==> config.mk <==
export PLATFORM = sky130hd
export DESIGN_NAME = lru_order_tracker
export DESIGN_NICKNAME = d
export VERILOG_FILES = /design/src/rtl/lru_order_pkg.sv /design/src/rtl/lru_list_rotate.sv /design/src/rtl/lru_victim_pick.sv /design/src/rtl/lru_set_store.sv /design/src/rtl/lru_order_tracker.sv
export SDC_FILE = /design/constraint.sdc
export NUM_CORES = 1
export LEC_CHECK = 0
export ABC_AREA = 1
export ABC_CLOCK_PERIOD_IN_PS = 4300
export BUFFER_PORTS_ARGS = -buffer_cell sky130_fd_sc_hd__buf_2
export CAP_MARGIN = 20
export CELL_PAD_IN_SITES_DETAIL_PLACEMENT = 0
export CELL_PAD_IN_SITES_GLOBAL_PLACEMENT = 2
export CORE_MARGIN = 5
export CORE_UTILIZATION = 25
export DETAILED_ROUTE_END_ITERATION = 8
export PLACE_DENSITY_LB_ADDON = 0.08
export SKIP_CTS_REPAIR_TIMING = 1
export SYNTH_ARGS = -nofsm -noshare
export SYNTH_HDL_FRONTEND = slang
export SYNTH_SLANG_ARGS = --single-unit
==> constraint.sdc <==
create_clock -name clk -period 4.3 [get_ports clk]
set_clock_uncertainty 0.05 [all_clocks]
set_input_delay 0.86 -clock clk [delete_from_list [all_inputs] [get_ports clk]]
set_output_delay 0.86 -clock clk [all_outputs]
set_load 0.03 [all_outputs]
==> src/rtl/lru_order_pkg.sv <==
package lru_order_pkg;

   typedef enum logic [1:0] {
      ACC_IDLE = 2'd0,
      ACC_HIT  = 2'd1,
      ACC_MISS = 2'd2
   } acc_kind_e;

   // Index width that stays at least one bit for a single-entry range.
   function automatic int unsigned idx_bits(input int unsigned n);
      return (n <= 1) ? 1 : $clog2(n);
   endfunction

endpackage

==> src/rtl/lru_list_rotate.sv <==
// Moves one way number to the head of a recency list. Entries in front of
// its old slot slide back by one; entries behind it are kept.
module lru_list_rotate #(
   parameter  int unsigned WAYS   = 4,
   parameter  int unsigned WAY_W  = 2,
   localparam int unsigned LIST_W = WAYS * WAY_W
) (
   input  logic [LIST_W-1:0] cur_list,
   input  logic [WAY_W-1:0]  promo_way,
   output logic [LIST_W-1:0] next_list
);

   logic [WAY_W-1:0] promo_pos;

   always_comb begin
      promo_pos = '0;
      for (int i = 0; i < WAYS; i++) begin
         if (cur_list[i*WAY_W +: WAY_W] == promo_way) begin
            promo_pos = WAY_W'(i);
         end
      end
   end

   assign next_list[0 +: WAY_W] = promo_way;

   for (genvar p = 1; p < WAYS; p++) begin : g_slot
      assign next_list[p*WAY_W +: WAY_W] = (WAY_W'(p) <= promo_pos)
                                         ? cur_list[(p-1)*WAY_W +: WAY_W]
                                         : cur_list[p*WAY_W +: WAY_W];
   end

endmodule

==> src/rtl/lru_victim_pick.sv <==
// Tail extraction and choice of the way to promote on an access.
module lru_victim_pick #(
   parameter  int unsigned WAYS   = 4,
   parameter  int unsigned WAY_W  = 2,
   localparam int unsigned LIST_W = WAYS * WAY_W
) (
   input  logic [LIST_W-1:0] cur_list,
   input  logic              use_hit_way,
   input  logic [WAY_W-1:0]  hit_way,
   output logic [WAY_W-1:0]  tail_way,
   output logic [WAY_W-1:0]  promo_way
);

   assign tail_way  = cur_list[(WAYS-1)*WAY_W +: WAY_W];
   assign promo_way = use_hit_way ? hit_way : tail_way;

endmodule

==> src/rtl/lru_set_store.sv <==
// Per-set list storage with synchronous reset to the identity order.
module lru_set_store #(
   parameter  int unsigned NUM_SETS = 16,
   parameter  int unsigned WAYS     = 4,
   parameter  int unsigned SET_W    = 4,
   parameter  int unsigned WAY_W    = 2,
   localparam int unsigned LIST_W   = WAYS * WAY_W
) (
   input  logic              clk,
   input  logic              rst_n,
   input  logic [SET_W-1:0]  rd_set,
   output logic [LIST_W-1:0] rd_list,
   input  logic              wr_en,
   input  logic [SET_W-1:0]  wr_set,
   input  logic [LIST_W-1:0] wr_list
);

   logic [LIST_W-1:0] mem [NUM_SETS];

   function automatic logic [LIST_W-1:0] ident_list();
      logic [LIST_W-1:0] l;
      for (int i = 0; i < WAYS; i++) begin
         l[i*WAY_W +: WAY_W] = WAY_W'(i);
      end
      return l;
   endfunction

   function automatic logic is_perm(input logic [LIST_W-1:0] l);
      logic [WAYS-1:0] seen;
      seen = '0;
      for (int i = 0; i < WAYS; i++) begin
         seen[l[i*WAY_W +: WAY_W]] = 1'b1;
      end
      return &seen;
   endfunction

   always_ff @(posedge clk) begin
      if (!rst_n) begin
         for (int s = 0; s < NUM_SETS; s++) begin
            mem[s] <= ident_list();
         end
      end else if (wr_en) begin
         mem[wr_set] <= wr_list;
      end
   end

   assign rd_list = mem[rd_set];

   AST_READ_PERM: assert property (@(posedge clk) disable iff (!rst_n)
      is_perm(rd_list));
   AST_WRITE_PERM: assert property (@(posedge clk) disable iff (!rst_n)
      wr_en |-> is_perm(wr_list));

endmodule

==> src/rtl/lru_order_tracker.sv <==
module lru_order_tracker #(
   parameter  int unsigned NUM_SETS = 16,
   parameter  int unsigned WAYS     = 4,
   localparam int unsigned SET_W    = lru_order_pkg::idx_bits(NUM_SETS),
   localparam int unsigned WAY_W    = lru_order_pkg::idx_bits(WAYS),
   localparam int unsigned LIST_W   = WAYS * WAY_W
) (
   input  logic              clk,
   input  logic              rst_n,
   input  logic              acc_valid,
   input  logic [SET_W-1:0]  acc_set,
   input  logic              acc_hit,
   input  logic [WAY_W-1:0]  acc_way,
   output logic [WAY_W-1:0]  victim_way,
   output logic [LIST_W-1:0] set_order
);

   import lru_order_pkg::*;

   if (WAYS < 2 || (WAYS & (WAYS - 1)) != 0) begin : g_bad_ways
      $error("WAYS must be a power of two of at least 2");
   end
   if (NUM_SETS < 1) begin : g_bad_sets
      $error("NUM_SETS must be at least 1");
   end

   acc_kind_e         acc_kind;
   logic [WAY_W-1:0]  promo_way;
   logic [LIST_W-1:0] next_list;

   always_comb begin
      if (!acc_valid)  acc_kind = ACC_IDLE;
      else if (acc_hit) acc_kind = ACC_HIT;
      else              acc_kind = ACC_MISS;
   end

   lru_set_store #(
      .NUM_SETS (NUM_SETS),
      .WAYS     (WAYS),
      .SET_W    (SET_W),
      .WAY_W    (WAY_W)
   ) u_store (
      .clk     (clk),
      .rst_n   (rst_n),
      .rd_set  (acc_set),
      .rd_list (set_order),
      .wr_en   (acc_kind != ACC_IDLE),
      .wr_set  (acc_set),
      .wr_list (next_list)
   );

   lru_victim_pick #(
      .WAYS  (WAYS),
      .WAY_W (WAY_W)
   ) u_pick (
      .cur_list    (set_order),
      .use_hit_way (acc_kind == ACC_HIT),
      .hit_way     (acc_way),
      .tail_way    (victim_way),
      .promo_way   (promo_way)
   );

   lru_list_rotate #(
      .WAYS  (WAYS),
      .WAY_W (WAY_W)
   ) u_rotate (
      .cur_list  (set_order),
      .promo_way (promo_way),
      .next_list (next_list)
   );

   AST_HIT_TO_HEAD: assert property (@(posedge clk) disable iff (!rst_n)
      (acc_valid && acc_hit) |=> (acc_set != $past(acc_set)) || (set_order[0 +: WAY_W] == $past(acc_way)));
   AST_HEAD_HIT_STABLE: assert property (@(posedge clk) disable iff (!rst_n)
      (acc_valid && acc_hit && acc_way == set_order[0 +: WAY_W]) |=> (acc_set != $past(acc_set)) || $stable(set_order));
   AST_MISS_FILL_HEAD: assert property (@(posedge clk) disable iff (!rst_n)
      (acc_valid && !acc_hit) |=> (acc_set != $past(acc_set)) || (set_order[0 +: WAY_W] == $past(victim_way)));
   AST_MISS_SHIFT: assert property (@(posedge clk) disable iff (!rst_n)
      (acc_valid && !acc_hit) |=> (acc_set != $past(acc_set)) || (set_order[WAY_W +: WAY_W] == $past(set_order[0 +: WAY_W])));
   AST_IDLE_HOLD: assert property (@(posedge clk) disable iff (!rst_n)
      !acc_valid |=> (acc_set != $past(acc_set)) || $stable(set_order));

endmodule

# Word level (Yosys, flattened, before mapping)
# Memory sizes are Yosys's and may differ from the RTL's.
# Index checks and enable logic that the tools add are counted.
[classes]
mux = 16
n_lt_le_gt_ge = 3
reduce_logical = 2
n_eq_ne = 4
[op_table]
columns = ["operator", "count"]
rows = [
  ["$mux 2", 8],
  ["$mux 8", 1],
  ["$reduce_or 8->1", 1],
  ["$eq 2x2->1", 3],
  ["$mux 1", 6],
  ["$le 2x2->1 const A", 2],
  ["$mux 4", 1],
  ["$eq 2x1->1 const B", 1],
  ["$le 1x2->1 const A", 1],
  ["$reduce_bool 2->1", 1],
]
[word_totals]
input_bits = 10
ramBits = 128
reg_bits = 0
out_inout_bits = 10
n_memories = 1
[mem_list]
columns = ["memory", "words", "width", "rd", "rd_clocked_by_memory_dff", "wr", "line", "rtl"]
rows = [
  ["u_store.mem", 16, 8, 1, 0, 16, "lru_set_store.sv:18", "logic [LIST_W-1:0] mem [NUM_SETS];"],
]

# Logic depth before layout (Yosys ltp)
# Gate-level depths: netlist of the first run.
[logic_depth]
ltp_word = 11
depth_mapped = 19

# Cells and area by module
# A second synthesis of the first run with hierarchy kept.
[hier_totals]
cells_unflattened = 785
hier_area_um2 = 6530.0
[modules_own_cells]
columns = ["module", "area_each_um2", "instances", "seq_area_each_um2", "cells_each"]
rows = [
  ["lru_set_store", 6283.5, 1, 3843.7, 729],
  ["lru_list_rotate", 193.9, 1, 0.0, 44],
  ["lru_victim_pick", 41.3, 1, 0.0, 9],
  ["lru_order_tracker", 11.3, 1, 0.0, 3],
]

# Worst setup path before layout of the first run
# Ideal clock, no wire load.
[synth_path]
path_type = "input to output"
startpoint = "input port acc_set[0]"
endpoint = "output port set_order[0]"
path_slack_ns = 1.209
path_buffers = 2
arrival_time_ns = 2.181
cell_stages = 8
cell_sequence = "buf_4 nand2_1 inv_2 buf_2 a22oi_1 a21oi_1 or2_0 or3_1"
[synth_between]
elab_chain_cells = 1
[synth_rtl]
columns = ["item", "line", "rtl"]
rows = [
  ["start, declared", "lru_order_tracker.sv:11", "input logic [SET_W-1:0] acc_set,"],
  ["$mem_v2 16x8", "n/a", ""],
  ["end, declared", "lru_order_tracker.sv:15", "output logic [LIST_W-1:0] set_order"],
]
# No other way between the ends.

# Worst setup path in the final report of the first run
[layout_path]
startpoint = "input port acc_set[0]"
endpoint = "output port set_order[1]"
# The elaborated chain is that of the path after synthesis.

==> results of run 1 <==
[placed cells by master (no fill, tap or decap), drive strengths merged]
cell        n
inv        46
or2         1
edfxtp    128
buf        35
a22oi      16
clkinv      6
nand2     256
clkbuf     17
nand3      44
o21ai      12
nor2      113
nand4      12
or3         1
clkinvlp    4
a21oi       4
[how the worst min path moves through the flow]
| stage | endpoint | from | slack, ns | cells after the start |
|---|---|---|---|---|
| floorplan | u_store.mem[10][4] | u_store.mem[3][2] | 0.84 | 8 |
| global placement | u_store.mem[8][4] | u_store.mem[13][4] | 1.11 | 6 |
| detailed placement | u_store.mem[15][4] | u_store.mem[9][4] | 1.10 | 6 |
| CTS | u_store.mem[14][6] | acc_valid | 1.06 | 4 |
| global route | u_store.mem[14][6] | acc_valid | 1.08 | 4 |
| finish | u_store.mem[14][6] | acc_valid | 1.07 | 4 |
[worst reg2reg max path, stage by stage, from the launching register on]
cell      delay (ns)
edfxtp_1        0.35
nand2_1         0.07
nand2_1         0.08
nand2_1         0.06
nand2_1         0.06
nand2_1         0.06
nand2_1         0.16
nor2_4          0.20
nand2_1         0.11
nand3_1         0.12
nand2_1         0.09
nand2_4         0.11
nand2_4         0.08
o21ai_4         0.49
nor2_1          0.10
[logic make-up after synthesis]
| logic type | count (synthesis) | synth area share |
|---|---|---|
| and+or+nand+nor | 427 | 0.291 |
| DFF | 128 | 0.622 |
| buffers and inverters | 68 | 0.0524 |
| AOI/OAI and AO/OA | 32 | 0.0354 |
[power by group]
part / leakage [nW] / switching (mW) / total [mW] / internal (mW)
Sequential: 1.15 / 0.0120 / 1.42 / 1.41
Clock: 0.250 / 0.590 / 1.33 / 0.740
Combinational: 1.25 / 0.362 / 0.463 / 0.101
[cell type report]
type / count / area [sq um]
Fill cell: 2604 / 17100
Sequential cell: 128 / 3840
Tap cell: 324 / 405
Multi-Input combinational cell: 459 / 2020
Inverter: 41 / 154
Timing Repair Buffer: 35 / 215
Clock inverter: 15 / 111
Clock buffer: 17 / 425
[per-layer routing]
| metal | share of wire | track usage | up-vias | routed length (microns) |
|---|---|---|---|---|
| met5 | 0 | 0 | - | 0 |
| met4 | 0.012 | 0.0342 | 0 | 255 |
| met3 | 0.027 | 0.0302 | 19 | 578 |
| met2 | 0.46 | 0.244 | 69 | 9820 |
| met1 | 0.50 | 0.218 | 2300 | 10500 |
| li1 | - | - | 2223 | - |
==> results.toml, run 1 <==
[global_routing]
grt_max_degree = 26
overflow = 0
grt_pass1_wl_microns = 31500
grt_pass1_vias = 4865
antenna_found_initial = 0
grtUsageTotal = 0.153

[logic_synthesis]
synth_nets = 665
postSynthAreaPerCell_sq_um = 9.44
synth_flop_cell = "edfxtp_1"
yosys_register_bits = 128
syn_inst = 655
synth_cell_types = 27
yosysMostFrequentCell = "nand2_1"
syn-cell-area_sq_um = 6180
async_reset_ff_frac = 0
synth_top_area_frac = 0.622
ys_seq_area_frac = 0.622
yosysWarnings = 0
synth_common_cells = "nand2_1, edfxtp_1, nor2_1, nand3_1, inv_1"
ys_top_cells_by_area = "edfxtp_1, nand2_1, nor2_1"
synth-edff-count = 128
yosys.area.top_type = "edfxtp_1"

[setup_path]
crit_cells = 8
worstSetupStartpointType = "input port"
critPathRequiredTime_ns = 3.39
reg2reg_from = "u_store.mem[2][6]"
path_buf_inv = 3
cp_slowest_cell = "nor2_2"
cp-startpoint = "acc_set[0]"
crit_family = "simple AND/OR/NAND/NOR gates"
endpoint_kind = "output port"
cp-endpoint = "set_order[1]"
reg2reg_to = "u_store.mem[7][4]"
critPathArrivalTime_ns = 2.82
reg2reg_setup_slack_ns = 1.85
cp_cell_sequence = "buf_2, nor2_2, buf_4, a22oi_1, nand2_1, nand2_1, nand4_1, buf_2"
cp_max_fo = 15
critPathKind = "in2out"
max_stage_delay_ns = 0.59
reg2regPathDepth = 14

[detailed_routing]
vias_per_cell = 4.53
drt-initial-drc-count = 302
ant_nets = 0
dr_total_vias = 4611
routed_wl_microns = 21200
routedWlPerCell_microns = 20.8
drc = 0
drt_pass1_iterations = 5

[min_path]
hold_class = "in2reg"

[timing]
finalCritPeriodShare = 0.867
grt_setup_unrepaired = "no"
holdWs_ns = 1.07
slew_headroom = 0.555
min_period_ns = 3.73
hold_viol = 0
worst_pin_slew_ns = 0.667
setup_ws_ns = 0.574
maxSlewViolCount = 0
tns_ns = 0
setup-violations-final = 0
max_freq_mhz = 268

[placed_design]
dpl-instance-area_sq_um = 6630
portBuffers = 19
dp_worst_setup_slack_ns = 0.416
placed_cells = 987
hpwl_microns = 15200
gp_congestion = 0.775

[clock_network]
worstSkewPairLatency_ns = 0.43
cts_made_buffers = 17
cts_max_level = 4
cts_tree = "yes"
cts_num_sinks = 128
clock_path_buffers = 2
cts_root_buf = "clkbuf_16"
clkTransAtPathRegs_ns = 0.06

[floorplanning]
fp.dieW_microns = 167
start_util = 0.254
core_sq_um = 24300
row_count = 57
die-area_sq_um = 28000
ios = 20
die_y_microns = 167

[cells_and_area]
diodes = 0
fin_util = 0.295
largest_reg_flops = 128
stdcell_count = 1019
top_register = "u_store.mem"
largest_registers = "u_store.mem: 128 flops"
area_delta_synth_final_pct = 16.0
drive_gt1_frac = 0.138
stdcell_area_sq_um = 7170
nets = 692

[pwr]
ir_drop_mv = 0.204
p_per_area_nw_per_um2 = 448
report.power.total_mw = 3.21
leakagePower_nw = 2.65

[status]
outcome = "complete, no violations"

[flow_run]
max_cap_viol_count = 0
No activity file was read; power rests on OpenSTA's default activity.
==> run 2, diff against run 1 <==
ABC_AREA = 0   (was 1)
ABC_CLOCK_PERIOD_IN_PS = not set   (was 4300)
==> results.toml, run 2 <==
[timing]
min_period_ns = 3.84
slew_headroom = 0.282
finalCritPeriodShare = 0.892
maxSlewViolCount = 0
max_freq_mhz = 261
hold_viol = 0
holdWs_ns = 1.05
tns_ns = 0
setup-violations-final = 0
grt_setup_unrepaired = "no"
worst_pin_slew_ns = 1.07

[detailed_routing]
drc = 0
ant_nets = 0
drt_pass1_iterations = 5
drt-initial-drc-count = 276
dr_total_vias = 3989
vias_per_cell = 4.86
routed_wl_microns = 19200
routedWlPerCell_microns = 23.3

[cells_and_area]
largest_registers = "u_store.mem: 128 flops"
area_delta_synth_final_pct = 18.1
seq_area_sq_um = 3840
nets = 494
layout.cells.most_common_list = "edfxtp_1, nand2_1, nor2_1"
multi_input_area_sq_um = 2190
drive_gt1_frac = 0.229
stdcell_area_sq_um = 7360
nFillCells = 2511
layout_commonest_cell = "edfxtp_1"
top_register = "u_store.mem"
diodes = 0
largest_reg_flops = 128

[setup_path]
reg2regPathDepth = 6
reg2reg_from = "u_store.mem[15][5]"
cp_max_fo = 21
reg2reg_setup_slack_ns = 1.04
reg2reg_to = "u_store.mem[8][3]"
critPathKind = "in2out"
critPathRequiredTime_ns = 3.39
endpoint_kind = "output port"
critPathArrivalTime_ns = 2.93
worstSetupStartpointType = "input port"

[clock_network]
clkTransAtPathRegs_ns = 0.06
cts_root_buf = "clkbuf_16"
cts_made_buffers = 17
worstSkewPairLatency_ns = 0.42
cts_num_sinks = 128
cts_tree = "yes"
clock_path_buffers = 2
cts_max_level = 4

[floorplanning]
die_y_microns = 168
row_count = 57
start_util = 0.255
ios = 20
core_sq_um = 24400
die-area_sq_um = 28200
fp.dieW_microns = 168

[global_routing]
grtUsageTotal = 0.139
busiest_layer = "met2"
antenna_found_initial = 0
grt_pass1_wl_microns = 28400
overflow = 0
grt_pass1_vias = 4170
use_met1 = 0.186
grt_max_degree = 22
grtUsageMet2 = 0.229
grtUsageMet3 = 0.0256

[logic_synthesis]
syn_inst = 456
synth_common_cells = "edfxtp_1, nand2_1, nor2_1, a21oi_1, nand3_1"
ys_seq_area_frac = 0.617
yosys_register_bits = 128
postSynthAreaPerCell_sq_um = 13.7
synth_flop_cell = "edfxtp_1"
synth_nets = 466
async_reset_ff_frac = 0
yosys.area.top_type = "edfxtp_1"
synth_cell_types = 44
yosysMostFrequentCell = "edfxtp_1"
synth-edff-count = 128
syn-cell-area_sq_um = 6230
ys_top_cells_by_area = "edfxtp_1, mux4_2, mux4_1"
synth_top_area_frac = 0.617
yosysWarnings = 0

[placed_design]
dpl-instance-area_sq_um = 6760
portBuffers = 19
hpwl_microns = 14100
gp_congestion = 0.735

[pwr]
ir_drop_mv = 0.232
leakagePower_nw = 2.26
p_per_area_nw_per_um2 = 432

[min_path]
hold-path-cell-count = 4
min_from = "acc_valid"
hold_class = "in2reg"
min_to = "u_store.mem[11][7]"

[status]
outcome = "complete, no violations"

[flow_run]
max_cap_viol_count = 0
[run 2: cell types whose count changed in the layout (fill, tap and decap cells not counted), sizes merged, moves of 8 or more]
cell / previous run / this run
a21oi: 4 / 34
a22oi: 16 / 1
buf: 35 / 43
inv: 46 / 6
mux4: 0 / 34
nand2: 256 / 66
nand3: 44 / 23
nor2: 113 / 52
[run 2: where the power goes]
group          switching (mW)  internal (mW)  total (mW)
clock network           0.559          0.910        1.47
logic                   0.206         0.0955       0.301
registers             0.00769           1.40        1.41
[run 2: cells by family (layout without fill, tap and decap cells)]
logic type,Yosys count,in the layout,share of synthesized area
buf+inv,37,78,0.0309
xor+xnor,1,1,0.00141
compound gates,58,58,0.0659
mux,44,44,0.147
simple gates,188,188,0.137
flops,128,128,0.617
[run 2: routing by layer]
layer	part of all wire	wire [microns]	vias to the layer above
li1	-	-	1834
met1	0.45	8620	2058
met2	0.50	9620	82
met3	0.031	591	15
met4	0.018	340	0
met5	0	0	-
[run 2: final cells by class]
cell class                 count  share of cell area
sequential                   128               0.522
inverter                       3             0.00153
tap                          324              0.0551
multi-input combinational    291               0.298
timing repair buffer          43              0.0425
clock inverter                14              0.0223
clock buffer                  18              0.0583
[run 2: how the worst max path moves through the flow]
stage               startpoint                 end  slack, ns
floorplan           acc_set[1]   u_store.mem[3][2]       0.11
global placement    acc_set[0]   u_store.mem[8][3]       0.22
detailed placement  acc_set[0]  u_store.mem[12][3]       0.18
CTS                 acc_set[1]        set_order[3]       0.42
global route        acc_set[1]        set_order[3]       0.39
finish              acc_set[1]        set_order[3]       0.46
[run 2: worst max-delay path, stage by stage]
cell	delay [ns]
buf_2	0.45
buf_4	0.30
mux4_2	0.55
mux4_2	0.54
buf_2	0.21
[run 2: stage by stage]
step | setup WS [ns] | total power, mW | instances | util
floorplan | 0.114 | 1.62 | 456 | -
global placement | 0.216 | 1.74 | 789 | 0.277
detailed placement | 0.177 | 1.74 | 789 | 0.277
CTS | 0.419 | 3.22 | 821 | 0.302
global route | 0.390 | 3.28 | 821 | 0.302
finish | 0.463 | 3.18 | 821 | 0.302
